## src/rtl/wdt_pkg.sv

```systemverilog
`timescale 1ns/1ps
package wdt_pkg;
    localparam int REG_W    = 16;
    localparam int TMO_W    = 8;
    localparam int TMO_LSB  = 8;
    localparam int ARM_BIT  = 2;
    localparam int CNT_W    = TMO_W + 1;

    localparam logic [REG_W-1:0] KEY_OPEN  = 16'h5555;
    localparam logic [REG_W-1:0] KEY_CLOSE = 16'hAAAA;

    localparam int OFS_CTRL = 0;
    localparam int OFS_SVC  = 2;

    typedef struct packed {
        logic [TMO_W-1:0] tmo;
        logic             armed;
    } wdt_ctrl_t;

    typedef enum logic {
        KEY_WAIT_OPEN  = 1'b0,
        KEY_WAIT_CLOSE = 1'b1
    } key_state_e;

    function automatic logic [CNT_W-1:0] reload_count(input logic [TMO_W-1:0] tmo);
        return {1'b0, tmo} + CNT_W'(1);
    endfunction
endpackage

```

## src/rtl/wdt_ctrl_reg.sv

```systemverilog
`timescale 1ns/1ps
module wdt_ctrl_reg
    import wdt_pkg::*;
(
    input  logic             clk,
    input  logic             rst,
    input  logic             clear,
    input  logic             we,
    input  logic [TMO_W-1:0] tmo_in,
    input  logic             arm_in,
    output wdt_ctrl_t        ctrl_o,
    output logic             start_o
);
    wdt_ctrl_t ctrl_q;

    // arming edge: a write that sets the arm bit while disarmed
    assign start_o = we && arm_in && !ctrl_q.armed;
    assign ctrl_o  = ctrl_q;

    always_ff @(posedge clk) begin
        if (rst || clear) begin
            ctrl_q <= '0;
        end else if (we) begin
            ctrl_q.tmo   <= tmo_in;
            ctrl_q.armed <= ctrl_q.armed | arm_in;  // sticky once set
        end
    end
endmodule

```

## src/rtl/wdt_key_fsm.sv

```systemverilog
`timescale 1ns/1ps
module wdt_key_fsm
    import wdt_pkg::*;
(
    input  logic             clk,
    input  logic             rst,
    input  logic             clear,
    input  logic             svc_we,
    input  logic [REG_W-1:0] wdata,
    output logic             reload_o,
    output key_state_e       state_o
);
    key_state_e state_q, state_d;

    always_comb begin
        state_d  = state_q;
        reload_o = 1'b0;
        if (svc_we) begin
            unique case (state_q)
                KEY_WAIT_OPEN: begin
                    state_d = (wdata == KEY_OPEN) ? KEY_WAIT_CLOSE : KEY_WAIT_OPEN;
                end
                KEY_WAIT_CLOSE: begin
                    reload_o = (wdata == KEY_CLOSE);
                    state_d  = KEY_WAIT_OPEN;
                end
                default: state_d = KEY_WAIT_OPEN;
            endcase
        end
    end

    always_ff @(posedge clk) begin
        if (rst || clear) state_q <= KEY_WAIT_OPEN;
        else              state_q <= state_d;
    end

    assign state_o = state_q;
endmodule

```

## src/rtl/wdt_countdown.sv

```systemverilog
`timescale 1ns/1ps
module wdt_countdown
    import wdt_pkg::*;
(
    input  logic             clk,
    input  logic             rst,
    input  logic             clear,
    input  logic             armed,
    input  logic             tick,
    input  logic             load,
    input  logic [CNT_W-1:0] load_val,
    output logic [CNT_W-1:0] cnt_o,
    output logic             expire_o
);
    logic [CNT_W-1:0] cnt_q;

    // a reload in the same cycle as the final tick wins over expiry
    assign expire_o = armed && tick && !load && (cnt_q == CNT_W'(1));
    assign cnt_o    = cnt_q;

    always_ff @(posedge clk) begin
        if (rst || clear) begin
            cnt_q <= '0;
        end else if (load) begin
            cnt_q <= load_val;
        end else if (armed && tick && cnt_q != '0) begin
            cnt_q <= cnt_q - CNT_W'(1);
        end
    end
endmodule

```

## src/rtl/wdt_pulse.sv

```systemverilog
`timescale 1ns/1ps
module wdt_pulse #(
    parameter int PULSE_CYCLES = 4
) (
    input  logic clk,
    input  logic rst,
    input  logic fire,
    output logic pulse_o
);
    localparam int PW = $clog2(PULSE_CYCLES + 1);
    logic [PW-1:0] left_q;

    always_ff @(posedge clk) begin
        if (rst)                 left_q <= '0;
        else if (fire)           left_q <= PW'(PULSE_CYCLES);
        else if (left_q != '0)   left_q <= left_q - PW'(1);
    end

    assign pulse_o = (left_q != '0);
endmodule

```

## src/rtl/wdt_keyed.sv

```systemverilog
`timescale 1ns/1ps
module wdt_keyed
    import wdt_pkg::*;
#(
    parameter int ADDR_W       = 2,
    parameter int PULSE_CYCLES = 4
) (
    input  logic              clk,
    input  logic              rst,
    input  logic              bus_we,
    input  logic [ADDR_W-1:0] bus_addr,
    input  logic [REG_W-1:0]  bus_wdata,
    input  logic              half_sec_tick,
    output logic              sys_rst_o
);
    wdt_ctrl_t        ctrl;
    key_state_e       key_state;
    logic             ctrl_we, svc_we, start, key_reload, load, expire;
    logic [CNT_W-1:0] load_val, cnt;
    logic [TMO_W-1:0] tmo_wr;

    assign ctrl_we = bus_we && (bus_addr == ADDR_W'(OFS_CTRL));
    assign svc_we  = bus_we && (bus_addr == ADDR_W'(OFS_SVC));
    assign tmo_wr  = bus_wdata[TMO_LSB +: TMO_W];

    wdt_ctrl_reg u_ctrl (
        .clk     (clk),
        .rst     (rst),
        .clear   (expire),
        .we      (ctrl_we),
        .tmo_in  (tmo_wr),
        .arm_in  (bus_wdata[ARM_BIT]),
        .ctrl_o  (ctrl),
        .start_o (start)
    );

    wdt_key_fsm u_key (
        .clk      (clk),
        .rst      (rst),
        .clear    (expire),
        .svc_we   (svc_we),
        .wdata    (bus_wdata),
        .reload_o (key_reload),
        .state_o  (key_state)
    );

    assign load     = start || (key_reload && ctrl.armed);
    assign load_val = start ? reload_count(tmo_wr) : reload_count(ctrl.tmo);

    wdt_countdown u_cnt (
        .clk      (clk),
        .rst      (rst),
        .clear    (expire),
        .armed    (ctrl.armed),
        .tick     (half_sec_tick),
        .load     (load),
        .load_val (load_val),
        .cnt_o    (cnt),
        .expire_o (expire)
    );

    wdt_pulse #(.PULSE_CYCLES(PULSE_CYCLES)) u_pulse (
        .clk     (clk),
        .rst     (rst),
        .fire    (expire),
        .pulse_o (sys_rst_o)
    );
endmodule

```

## config.mk

```make
export PLATFORM = sky130hd
export DESIGN_NAME = wdt_keyed
export DESIGN_NICKNAME = d
export VERILOG_FILES = /design/src/rtl/wdt_pkg.sv /design/src/rtl/wdt_ctrl_reg.sv /design/src/rtl/wdt_key_fsm.sv /design/src/rtl/wdt_countdown.sv /design/src/rtl/wdt_pulse.sv /design/src/rtl/wdt_keyed.sv
export SDC_FILE = /design/constraint.sdc
export NUM_CORES = 1
export LEC_CHECK = 0
export BUFFER_PORTS_ARGS = -buffer_cell sky130_fd_sc_hd__buf_2
export CORE_MARGIN = 4
export CORE_UTILIZATION = 41
export DETAILED_ROUTE_END_ITERATION = 6
export GPL_ROUTABILITY_DRIVEN = 0
export GPL_TIMING_DRIVEN = 0
export PLACE_DENSITY_LB_ADDON = 0.15
export SLEW_MARGIN = 20
export SYNTH_ARGS = -nofsm -noshare
export SYNTH_HDL_FRONTEND = slang
export SYNTH_SLANG_ARGS = --single-unit
```

## constraint.sdc

```tcl
create_clock -name clk -period 2.9 [get_ports clk]
set_clock_uncertainty 0.1 [all_clocks]
set_input_delay 0.435 -clock clk [delete_from_list [all_inputs] [get_ports clk]]
set_output_delay 0.435 -clock clk [all_outputs]
set_load 0.02 [all_outputs]
```

Word-level counts from Yosys, hierarchy flattened
Index checks and enable logic that the tools add are counted.
{"block": "word_totals", "ff_bits": 22, "input_bits": 22, "out_inout_bits": 1, "word_cells": 44}
{"block": "op_classes", "add_sub_neg": 4, "n_eq_ne": 4, "mux": 9, "bitwise": 2, "n_reduce_logical": 19}
{"op": "$mux 9", "n": 3}
{"op": "$add 8x1->9 const B", "n": 2}
{"op": "$eq 16x15->1 const B", "n": 1}
{"op": "$eq 16x16->1 const B", "n": 1}
{"op": "$eq 9x1->1 const B", "n": 1}
{"op": "$logic_and 1x1->1", "n": 9}
{"op": "$reduce_bool 9->1", "n": 1}
{"op": "$sub 9x1->9 const B", "n": 1}
{"op": "$mux 3", "n": 2}
{"op": "$reduce_bool 2->1", "n": 2}
{"op": "$mux 1", "n": 3}
{"op": "$reduce_bool 3->1", "n": 1}
{"op": "$sub 3x1->3 const B", "n": 1}
{"op": "$eq 2x2->1 const B", "n": 1}
{"op": "$logic_not 1->1", "n": 2}
{"op": "$logic_not 2->1", "n": 1}
{"op": "$logic_or 1x1->1", "n": 2}
{"op": "$pmux 1 s2", "n": 1}
{"op": "$reduce_or 2->1", "n": 1}
{"op": "$not 1->1", "n": 1}
{"op": "$or 1x1->1", "n": 1}

Depth between registers and ports, before layout
Gate-level depths: netlist of run 1.
{"block": "depth", "word_depth": 9, "mapped_depth": 11, "ltp_nobuf": 9}

Hierarchy
From an unflattened synthesis of run 1, not the netlist that was laid out.
{"block": "unflattened", "cells_unflattened": 179, "area_unflattened_um2": 1584.0}
{"mod": "wdt_countdown", "n_inst": 1, "cells_each": 73, "area_each_um2": 594.3, "seq_area_each_um2": 180.2}
{"mod": "wdt_keyed", "n_inst": 1, "cells_each": 39, "area_each_um2": 334.1, "seq_area_each_um2": 0.0}
{"mod": "wdt_ctrl_reg", "n_inst": 1, "cells_each": 32, "area_each_um2": 331.6, "seq_area_each_um2": 180.2}
{"mod": "wdt_pulse", "n_inst": 1, "cells_each": 18, "area_each_um2": 170.2, "seq_area_each_um2": 60.1}
{"mod": "wdt_key_fsm", "n_inst": 1, "cells_each": 17, "area_each_um2": 153.9, "seq_area_each_um2": 20.0}

Least setup slack after synthesis of run 1
No wires, ideal clock.
{"block": "synth_path", "path_kind": "input to register", "from": "input bus_we", "to": "register u_cnt.cnt_q[4], in the netlist u_cnt.cnt_o[4]", "setup_time_ns": 0.130, "t_arrival_ns": 2.494, "required_time_ns": 2.670, "path_slack_ns": 0.175, "cell_stages": 11, "n_path_buf": 2, "path_cell_list": "nor3b_1 -> buf_2 -> nand3b_1 -> buf_1 -> mux2_2 -> ha_1 -> nand3_1 -> xor2_1 -> nor2_1 -> a211oi_1 -> nor3_1"}
{"block": "synth_between", "elab_chain_len": 8, "elab_cells_between_ends": 14, "classes_between": "3 x mux; 11 x reduce/logical"}
{"item": "from (decl)", "line_no": "wdt_keyed.sv:10", "source": "input logic bus_we,"}
{"item": "$logic_and 1x1->1, on equally long branches", "line_no": "wdt_keyed.sv:23, wdt_keyed.sv:22"}
{"item": "$mux 1 / $logic_and 1x1->1 (equally long branches)", "line_no": "wdt_key_fsm.sv:18, wdt_ctrl_reg.sv:17"}
{"item": "$logic_and 1x1->1, on equally long branches", "line_no": "wdt_keyed.sv:47, wdt_ctrl_reg.sv:17"}
{"item": "$logic_or 1x1->1", "line_no": "wdt_keyed.sv:47", "source": "assign load = start || (key_reload && ctrl.armed);"}
{"item": "$logic_not 1->1", "line_no": "wdt_countdown.sv:18", "source": "assign expire_o = armed && tick && !load && (cnt_q == CNT_W'(1));"}
{"item": "$logic_and 1x1->1 (2 in a row)", "line_no": "wdt_countdown.sv:18"}
{"item": "$logic_or 1x1->1", "line_no": "wdt_countdown.sv:22", "source": "if (rst || clear) begin"}
{"item": "to (signal assigned)", "line_no": "wdt_countdown.sv:25", "source": "cnt_q <= load_val;"}
{"item": "to (signal assigned)", "line_no": "wdt_countdown.sv:27", "source": "cnt_q <= cnt_q - CNT_W'(1);"}
{"item": "to (decl)", "line_no": "wdt_countdown.sv:15", "source": "logic [CNT_W-1:0] cnt_q;"}
Parallel ways exist; a longest one is shown, timed or not.
A chain may end at the register's enable or synchronous reset.

Worst setup path after layout of run 1
{"block": "layout_path", "from": "input bus_addr[1]", "to": "register u_cnt.cnt_q[4], in the netlist u_cnt.cnt_o[4]"}
{"block": "layout_between", "elab_chain_len": 9, "elab_cells_between_ends": 16, "classes_between": "1 x eq/ne; 3 x mux; 12 x reduce/logical"}
{"item": "from (decl)", "line_no": "wdt_keyed.sv:11", "source": "input logic [ADDR_W-1:0] bus_addr,"}
{"item": "$eq 2x2->1 / $logic_not 2->1 (equally long branches)", "line_no": "wdt_keyed.sv:23, wdt_keyed.sv:22"}
{"item": "$logic_and 1x1->1, on equally long branches", "line_no": "wdt_keyed.sv:23, wdt_keyed.sv:22"}
{"item": "$mux 1 / $logic_and 1x1->1 (equally long branches)", "line_no": "wdt_key_fsm.sv:18, wdt_ctrl_reg.sv:17"}
{"item": "$logic_and 1x1->1, on equally long branches", "line_no": "wdt_keyed.sv:47, wdt_ctrl_reg.sv:17"}
{"item": "$logic_or 1x1->1", "line_no": "wdt_keyed.sv:47"}
{"item": "$logic_not 1->1", "line_no": "wdt_countdown.sv:18"}
{"item": "$logic_and 1x1->1 (2 in a row)", "line_no": "wdt_countdown.sv:18"}
{"item": "$logic_or 1x1->1", "line_no": "wdt_countdown.sv:22"}
Parallel ways exist; a longest one is shown, timed or not.

==> results of run 1 <==
cell type report:
| cell class | count | area, um^2 |
|---|---|---|
| fill | 364 | 1870 |
| multi-input combinational | 149 | 1030 |
| sequential | 22 | 440 |
| timing repair buffer | 21 | 105 |
| tap | 48 | 60.1 |
| buffer | 7 | 52.6 |
| clock buffer | 3 | 41.3 |
| inverter | 9 | 33.8 |
| clock inverter | 1 | 30.0 |
routing by layer:
layer | routed length [um] | share of wire | up-vias
met5 | 0 | 0 | -
met4 | 57 | 0.016 | 0
met3 | 85 | 0.024 | 5
met2 | 1800 | 0.51 | 17
met1 | 1570 | 0.45 | 679
li1 | - | - | 730
synthesized netlist by cell type (3+ instances only):
master / instances / area share
nor3_1: 5 / 0.016
ha_1: 6 / 0.048
nor4_1: 3 / 0.012
nand3_1: 12 / 0.039
xnor2_1: 7 / 0.039
nor2_1: 21 / 0.051
or4_1: 3 / 0.014
nand2_1: 10 / 0.024
a21oi_1: 12 / 0.039
xor2_1: 6 / 0.034
o21a_1: 4 / 0.019
nand3b_1: 4 / 0.019
nor4bb_1: 3 / 0.019
inv_1: 9 / 0.022
nand4b_1: 4 / 0.023
dfxtp_1: 22 / 0.28
mux2i_1: 16 / 0.10
and3_1: 4 / 0.016
buf_6: 3 / 0.022
o21ai_0: 4 / 0.013
stage by stage:
stage | setup TNS, ns | hold WS [ns] | cells | util
floorplan | 0 | 0.345 | 187 | -
global placement | -0.262 | 0.365 | 256 | 0.470
detailed placement | -0.343 | 0.368 | 256 | 0.470
CTS | 0 | 0.343 | 260 | 0.489
global route | 0 | 0.363 | 260 | 0.489
finish | 0 | 0.350 | 260 | 0.489
power by group:
part | switching (mW) | total, mW | internal, mW
Clock | 0.0999 | 0.284 | 0.184
Sequential | 0.0154 | 0.336 | 0.321
Combinational | 0.106 | 0.189 | 0.0828
how the worst min path moves through the flow:
stage	cells past startpoint	slack, ns	end	startpoint
after global routing	4	0.36	u_key.state_o$_SDFFE_PP0P_	bus_wdata[1]
after CTS	3	0.34	u_ctrl.ctrl_o[0]$_SDFFE_PP0N_	bus_wdata[2]
after detailed placement	2	0.37	u_key.state_o$_SDFFE_PP0P_	u_key.state_o$_SDFFE_PP0P_
after floorplan	2	0.35	u_key.state_o$_SDFFE_PP0P_	u_key.state_o$_SDFFE_PP0P_
final	3	0.35	u_ctrl.ctrl_o[0]$_SDFFE_PP0N_	bus_wdata[2]
after global placement	2	0.36	u_key.state_o$_SDFFE_PP0P_	u_key.state_o$_SDFFE_PP0P_
sequential cells by signal (all words and copies together) (netlist names):
name / cells
u_pulse.left_q: 3
u_key.state_o: 1
u_cnt.cnt_o: 9
u_ctrl.ctrl_o: 9
cell families after synthesis:
kind of cell | count (synthesis) | share of synthesized area
DFF | 22 | 0.283
AOI/OAI and AO/OA | 30 | 0.125
buffers and inverters | 16 | 0.0547
muxes | 18 | 0.118
and+or+nand+nor | 82 | 0.298
adders and majority gates | 6 | 0.0483
xor gates and xnor gates | 13 | 0.0733
worst max-delay path, stage by stage:
cell	delay [ns]
buf_2	0.10
nor3b_1	0.17
buf_2	0.30
nand3b_1	0.21
clkbuf_2	0.26
mux2_2	0.32
ha_1	0.28
nand3_1	0.14
xor2_1	0.15
nor2_1	0.05
a211oi_1	0.23
nor3_1	0.07
==> results.toml, run 1 <==
[power]
vdd_drop_max_mv = 0.210
leakage_nw = 0.729
power.density_nw_per_um2 = 452
power_uw = 809

[final_layout]
drive_gt1_frac = 0.160
layout.nets = 241
antenna_cells = 0
final_common_cell = "buf_2"
layout_common_cells = "23 x buf_2, 22 x dfxtp_1, 21 x nor2_1"
syn_to_final_growth_pct = 15.3
fin_area_um2 = 1790

[sta]
final_max_slew_viol_count = 0
timing.fmax_ghz = 0.372
period_needed_ns = 2.69
slew_headroom = 0.484
worst_pin_slew_ns = 0.763
hold_viol_final = 0
rsz0062_at_grt = "no"
setup_viol_count_final = 0
setup_slack_ns = 0.214
fin_crit_sh = 0.926

[clock_network]
clockBufferDepth = 2
clock_latency_ns = 0.26
tritoncts = "yes"
cts_inserted_buffers = 3
clkTransAtPathRegs_ns = 0.08
cts_max_level = 1
clockRootBuffer = "clkbuf_8"
ctsResizeCount = 0
clkSinkCount = 22
cts_hold_buf = 0
cts_setup_buffers = 0

[worst_setup_path]
worstPathRequired_ns = 2.94
worst_setup_path_end_kind = "register"
rr_startpoint = "u_ctrl.ctrl_o[0]$_SDFFE_PP0N_"
arrival_ns = 2.73
crit_path_end = "u_cnt.cnt_o[4]$_SDFFE_PP0P_"
regToRegSetupSlack_ns = 0.37
ff2ff_path_depth = 9
cp_max_fo = 10
critPathKind = "input pin to register"
start_kind = "input pin"
rr_endpoint = "u_cnt.cnt_o[4]$_SDFFE_PP0P_"
crit_start = "bus_addr[1]"

[floorplanning]
core_um2 = 3660
fp.dieH_um = 69.6
io-pin-count = 23
dieArea_um2 = 4840
row_count = 22
initial_core_util = 0.424
die_w_um = 69.6

[synth]
seq_area_frac_synth = 0.283
synth_edf_count = 0
synth_top_flop_cell = "dfxtp_1"
synth_fp_nets = 215
syn_inst = 187
async_flop_share = 0
syn_avg_cell_area_um2 = 8.31
yosys.cell_types.count = 42
synth-seq-cells = 22
synth_area_um2 = 1550
ys_warn_count = 0

[grt]
grtUsageMet1 = 0.167
met2_usage = 0.275
grt_pass1_wl_mm = 6.02
grt_start_max_net_pins = 14
first_global_vias = 1416
top_usage_layer = "met2"
grt_util_met3 = 0.0217
antenna_found_initial = 0
grt_usage = 0.148
grt.overflow.total = 0

[drt]
wl_per_cell_um = 13.5
vias = 1431
drt_iter0_markers = 39
ant_nets = 0
viasPerCell = 5.50
finalWirelength_mm = 3.51
first_pass_iters = 4
route.detailed.drc = 0

[place]
post-dp-hpwl_mm = 2.86
place_ws_ns = -0.230
port_buffers = 21
placed_cell_area_um2 = 1720

[run]
cap_viol_max_count = 0

[outcome]
status = "complete, no violations"

[worst_hold_path]
hp-class = "input pin to register"
No activity file was read; power rests on OpenSTA's default activity.
==> inputs of run 2 (changes only) <==
ABC_AREA = 1   (was default)
CTS_BUF_LIST = sky130_fd_sc_hd__clkbuf_16   (was default)
RECOVER_POWER = 25   (was default)
==> results.toml, run 2 <==
[grt]
first_global_vias = 1459
antenna_found_initial = 0
grt_pass1_wl_mm = 6.63
grt_usage = 0.166
grt_start_max_net_pins = 13
grt.overflow.total = 0

[sta]
fin_tns_setup_ns = 0
fin_crit_sh = 0.650
whs_ns = 0.240
setup_viol_count_final = 0
final_max_slew_viol_count = 0
rsz0062_at_grt = "no"
slew_headroom = 0.718
period_needed_ns = 1.88
worst_pin_slew_ns = 0.421
hold_viol_final = 0
timing.fmax_ghz = 0.531
setup_slack_ns = 1.02

[final_layout]
final_common_cell = "nand2_1"
fin_area_um2 = 1810
final_cells = 325
utilization = 0.491
layout.nets = 306
drive_gt1_frac = 0.184
layout_common_cells = "68 x nand2_1, 33 x inv_1, 29 x nor2_1"
syn_to_final_growth_pct = 15.4
antenna_cells = 0

[synth]
synth-seq-cells = 22
synthTopCellsByCount = "67 x nand2_1, 33 x inv_1, 29 x nor2_1"
synth.top_cell.area_share = 0.281
post-synth-top-count-cell = "nand2_1"
yosysTopAreaCell = "dfxtp_1"
ys_warn_count = 0
synth_area_um2 = 1570
syn_inst = 252
synth_top_flop_cell = "dfxtp_1"
async_flop_share = 0
synth_fp_nets = 280
synthTopCellsByArea = "dfxtp_1 28%, nand2_1 16%, inv_1 7.9%"
synth_edf_count = 0
yosys.cell_types.count = 27
syn_avg_cell_area_um2 = 6.22
seq_area_frac_synth = 0.281

[run]
cap_viol_max_count = 0

[clock_network]
clkTransAtPathRegs_ns = 0.06
clockRootBuffer = "clkbuf_16"
cts_inserted_buffers = 3
tritoncts = "yes"
cts_hold_buf = 0
cts_max_level = 1
clockBufferDepth = 2
clock_latency_ns = 0.25
ctsResizeCount = 0
cts_setup_buffers = 0
clkSinkCount = 22

[power]
vdd_drop_max_mv = 0.372
p_int_uw = 593
clockPowerShare = 0.347
power.density_nw_per_um2 = 473
leakage_nw = 0.843
power_uw = 855
swShare = 0.307
pwr-share-seq = 0.398
p_switching_uw = 262
pwr-share-comb = 0.255

[place]
placed_cell_area_um2 = 1730
place_ws_ns = 0.850
placed_cells = 321
port_buffers = 21
post-dp-hpwl_mm = 2.94

[floorplanning]
core_um2 = 3690
io-pin-count = 23
die_w_um = 69.8
row_count = 22
dieArea_um2 = 4880
fp.dieH_um = 69.8
initial_core_util = 0.425

[drt]
ant_nets = 0
wl_per_cell_um = 11.5
viasPerCell = 4.82
finalWirelength_mm = 3.75
vias = 1568
route.detailed.drc = 0
first_pass_iters = 6
drt_iter0_markers = 77

[worst_setup_path]
crit_start = "u_cnt.cnt_o[0]$_SDFFE_PP0P_"
worstPathRequired_ns = 2.95
cp_slowest_cell = "dfxtp_1"
cp_max_fo = 7
rr_startpoint = "u_cnt.cnt_o[0]$_SDFFE_PP0P_"
ff2ff_path_depth = 13
rr_endpoint = "u_cnt.cnt_o[7]$_SDFFE_PP0P_"
critPathKind = "register to register"
start_kind = "register"
path_cells = "inv_1, ha_1, nand2_1, nor2_2, inv_1, nor2_1, nand2_1, nand2_2, inv_2, nor2_2, inv_2, o21ai_0, nor2_1"
arrival_ns = 1.93
cpPeakStageDelay_ns = 0.32
regToRegSetupSlack_ns = 1.02
crit_path_end = "u_cnt.cnt_o[7]$_SDFFE_PP0P_"
worst_setup_path_end_kind = "register"

[outcome]
status = "complete, no violations"

[worst_hold_path]
hp-class = "input pin to register"
## run 2: changes by cell type in the layout (fill, tap and decap cells not counted), sizes merged, moves of 7 or more
cell	previous run	this run
inv	9	39
nand3	12	19
o21ai	4	14
nand2	10	73
xnor2	7	0
a21oi	12	20
mux2i	16	0
nor2	21	35
nand4	2	9
## run 2: worst min path at each step
stage                                   from                             end  slack (ns)  cells after the start
2_1_floorplan  u_ctrl.ctrl_o[1]$_SDFFE_PP0N_   u_ctrl.ctrl_o[1]$_SDFFE_PP0N_        0.34                      2
3_3_place_gp   u_ctrl.ctrl_o[4]$_SDFFE_PP0N_   u_ctrl.ctrl_o[4]$_SDFFE_PP0N_        0.35                      2
3_5_place_dp   u_ctrl.ctrl_o[7]$_SDFFE_PP0N_   u_ctrl.ctrl_o[7]$_SDFFE_PP0N_        0.36                      2
4_1_cts                                  rst  u_pulse.left_q[2]$_SDFFE_PP0P_        0.24                      2
5_1_grt                                  rst  u_pulse.left_q[2]$_SDFFE_PP0P_        0.26                      2
6_report                                 rst  u_pulse.left_q[2]$_SDFFE_PP0P_        0.24                      2
## run 2: cell type report
type / instances / area, um^2
flip-flops and latches: 22 / 440
plain buffers: 4 / 28.8
repair buffers: 21 / 105
fillers: 410 / 1880
inverters: 39 / 146
clock inverters: 1 / 3.75
clock buffers: 3 / 75.1
multi-input cells: 187 / 950
well taps: 48 / 60.1
## run 2: routing by layer
layer	global-route usage	vias up	part of all wire
met2	0.252	27	0.45
met4	0.0553	0	0.015
met3	0.0217	4	0.046
met5	0	-	0
li1	-	856	-
met1	0.241	681	0.49
## run 2: kinds of logic (layout without fill, tap and decap cells)
kind of cell / after synthesis / after routing / share of synthesized area
compound gates: 36 / 36 / 0.129
xor+xnor: 3 / 3 / 0.0168
fa+ha+maj: 6 / 6 / 0.0479
buf+inv: 43 / 68 / 0.112
flops: 22 / 22 / 0.281
simple gates: 142 / 142 / 0.413
## run 2: power groups by stage
stage | Clock [mW] | Sequential [mW] | Combinational (mW)
floorplan | 0 | 0.345 | 0.162
global placement | 0 | 0.347 | 0.217
detailed placement | 0 | 0.347 | 0.220
CTS | 0.306 | 0.341 | 0.222
global route | 0.320 | 0.343 | 0.259
finish | 0.297 | 0.341 | 0.218
## run 2: worst max-delay path, delay by kind of cell (launching register included)
kind | cells | cell delay, ns
buf+inv | 4 | 0.33
compound gates | 1 | 0.15
simple gates | 7 | 0.71
flops | 1 | 0.32
fa+ha+maj | 1 | 0.16
==> inputs of run 3 (changes only) <==
clock period = 1.9 ns   (was 2.9 ns; I/O delays follow)
==> results.toml, run 3 (same netlist as run 2, synthesis figures left out) <==
[final_layout]
final_common_cell = "nand2_1"
layout_common_cells = "64 x nand2_1, 31 x inv_1, 26 x nor2_1"
antenna_cells = 0
fillers = 409
drive_gt1_frac = 0.236
fin_area_um2 = 1900
layout.nets = 309
utilization = 0.515
syn_to_final_growth_pct = 21.1

[sta]
period_needed_ns = 1.78
fin_crit_sh = 0.935
hold_viol_final = 0
setup_slack_ns = 0.123
slew_headroom = 0.810
setup_viol_count_final = 0
worst_pin_slew_ns = 0.285
timing.fmax_ghz = 0.563
fin_tns_setup_ns = 0
final_max_slew_viol_count = 0

[drt]
wl_per_cell_um = 11.9
vias = 1605
drt_iter0_markers = 72
first_pass_iters = 4
route.detailed.drc = 0
viasPerCell = 4.89
ant_nets = 0
finalWirelength_mm = 3.92

[floorplanning]
row_count = 22
core_um2 = 3690
die_w_um = 69.8
io-pin-count = 23
fp.dieH_um = 69.8
dieArea_um2 = 4880
initial_core_util = 0.425

[clock_network]
clock_latency_ns = 0.26
clockRootBuffer = "clkbuf_16"
clkTransAtPathRegs_ns = 0.06
tritoncts = "yes"
clockBufferDepth = 2
cts_inserted_buffers = 3
clkSinkCount = 22
cts_max_level = 1

[run]
cap_viol_max_count = 0

[worst_setup_path]
arrival_ns = 1.83
regToRegSetupSlack_ns = 0.12
cpPeakStageDelay_ns = 0.34
cp_max_fo = 6
ff2ff_path_depth = 13
start_kind = "register"
rr_endpoint = "u_cnt.cnt_o[7]$_SDFFE_PP0P_"
worst_setup_path_end_kind = "register"
path_cells = "inv_2, ha_4, nand2_2, nor2_4, inv_1, nor2_2, nand2_2, nand2_4, buf_4, o21ai_0, nand2_1, nor2_1, nor2_1"
worstPathRequired_ns = 1.95
rr_startpoint = "u_cnt.cnt_o[1]$_SDFFE_PP0P_"
cp_slowest_cell = "dfxtp_1"
critPathKind = "register to register"

[grt]
grt_start_max_net_pins = 13
grt_pass1_wl_mm = 6.63
first_global_vias = 1459
antenna_found_initial = 0
grt_usage = 0.166
grt.overflow.total = 0

[worst_hold_path]
min_from = "rst"
hold_path_end = "u_pulse.left_q[2]$_SDFFE_PP0P_"
hold_depth = 2
hp-class = "input pin to register"

[power]
power_mw = 1.34
leakage_nw = 0.878
vdd_drop_max_mv = 0.555
power.density_nw_per_um2 = 704

[place]
place_ws_ns = -0.000152
post-dp-hpwl_mm = 2.94
port_buffers = 21
placed_cell_area_um2 = 1730

[outcome]
status = "complete, no violations"
run 3: cell count changes in the layout (fill, tap and decap cells not counted), moves of 2 or more:
| cell | delta |
|---|---|
| buf_4 | +3 |
| nor2_1 | -3 |
| nand2_4 | +2 |
| nand2_1 | -4 |
| inv_1 | -2 |
| dfxtp_1 | -2 |
| dfxtp_2 | +2 |
| nor2_4 | +3 |
| nand2_2 | +2 |
run 3: repair_timing:
item / 4_1_cts / 5_1_grt
endpoints found under the setup margin: 0 / 17
hold buffers: 0 / 0
gates resized for setup: 0 / 20
buffers inserted: 0 / 3
run 3: routing by layer:
layer | vias up | GRT usage | wire, um
li1 | 860 | - | -
met1 | 723 | 0.241 | 1920
met2 | 18 | 0.252 | 1820
met3 | 4 | 0.0217 | 119
met4 | 0 | 0.0553 | 57
met5 | - | 0 | 0
run 3: how the worst max path moves through the flow:
stage                                     start                          end  slack (ns)  depth (start not counted)
global route        u_cnt.cnt_o[0]$_SDFFE_PP0P_  u_cnt.cnt_o[5]$_SDFFE_PP0P_       -0.02                         15
finish              u_cnt.cnt_o[1]$_SDFFE_PP0P_  u_cnt.cnt_o[7]$_SDFFE_PP0P_        0.12                         13
floorplan                          bus_wdata[2]  u_cnt.cnt_o[6]$_SDFFE_PP0P_        0.22                         13
global placement    u_cnt.cnt_o[0]$_SDFFE_PP0P_  u_cnt.cnt_o[2]$_SDFFE_PP0P_        0.01                         13
detailed placement                  bus_addr[1]  u_cnt.cnt_o[6]$_SDFFE_PP0P_     -0.0002                         12
CTS                 u_cnt.cnt_o[0]$_SDFFE_PP0P_  u_cnt.cnt_o[5]$_SDFFE_PP0P_       0.006                         15
run 3: critical path: cells and delay by family (launching register included):
kind                     cells  cell delay [ns]
buffers and inverters        3             0.30
AND/OR/NAND/NOR              8             0.57
adder cells (fa/ha/maj)      1             0.16
AO/OA/AOI/OAI                1             0.21
flip-flops                   1             0.34
run 3: per-stage QoR:
stage / hold WS (ns) / std cells
floorplan: 0.254 / 252
global placement: 0.352 / 321
detailed placement: 0.358 / 321
CTS: 0.0869 / 325
global route: 0.107 / 328
finish: 0.0842 / 328
run 3: cell type report:
cell class                 instances  area, um^2  share of cell area
timing repair buffer              24         128              0.0672
tap                               48        60.1              0.0316
inverter                          39         149              0.0784
sequential                        22         443               0.233
clock buffer                       3        75.1              0.0396
clock inverter                     1        3.75             0.00198
multi-input combinational        187        1000               0.529
buffer                             4        35.0              0.0185
run 3: power by group:
part           internal [mW]  total, mW  switching (mW)
sequential             0.500      0.521          0.0216
combinational          0.135      0.354           0.219
clock                  0.281      0.461           0.180
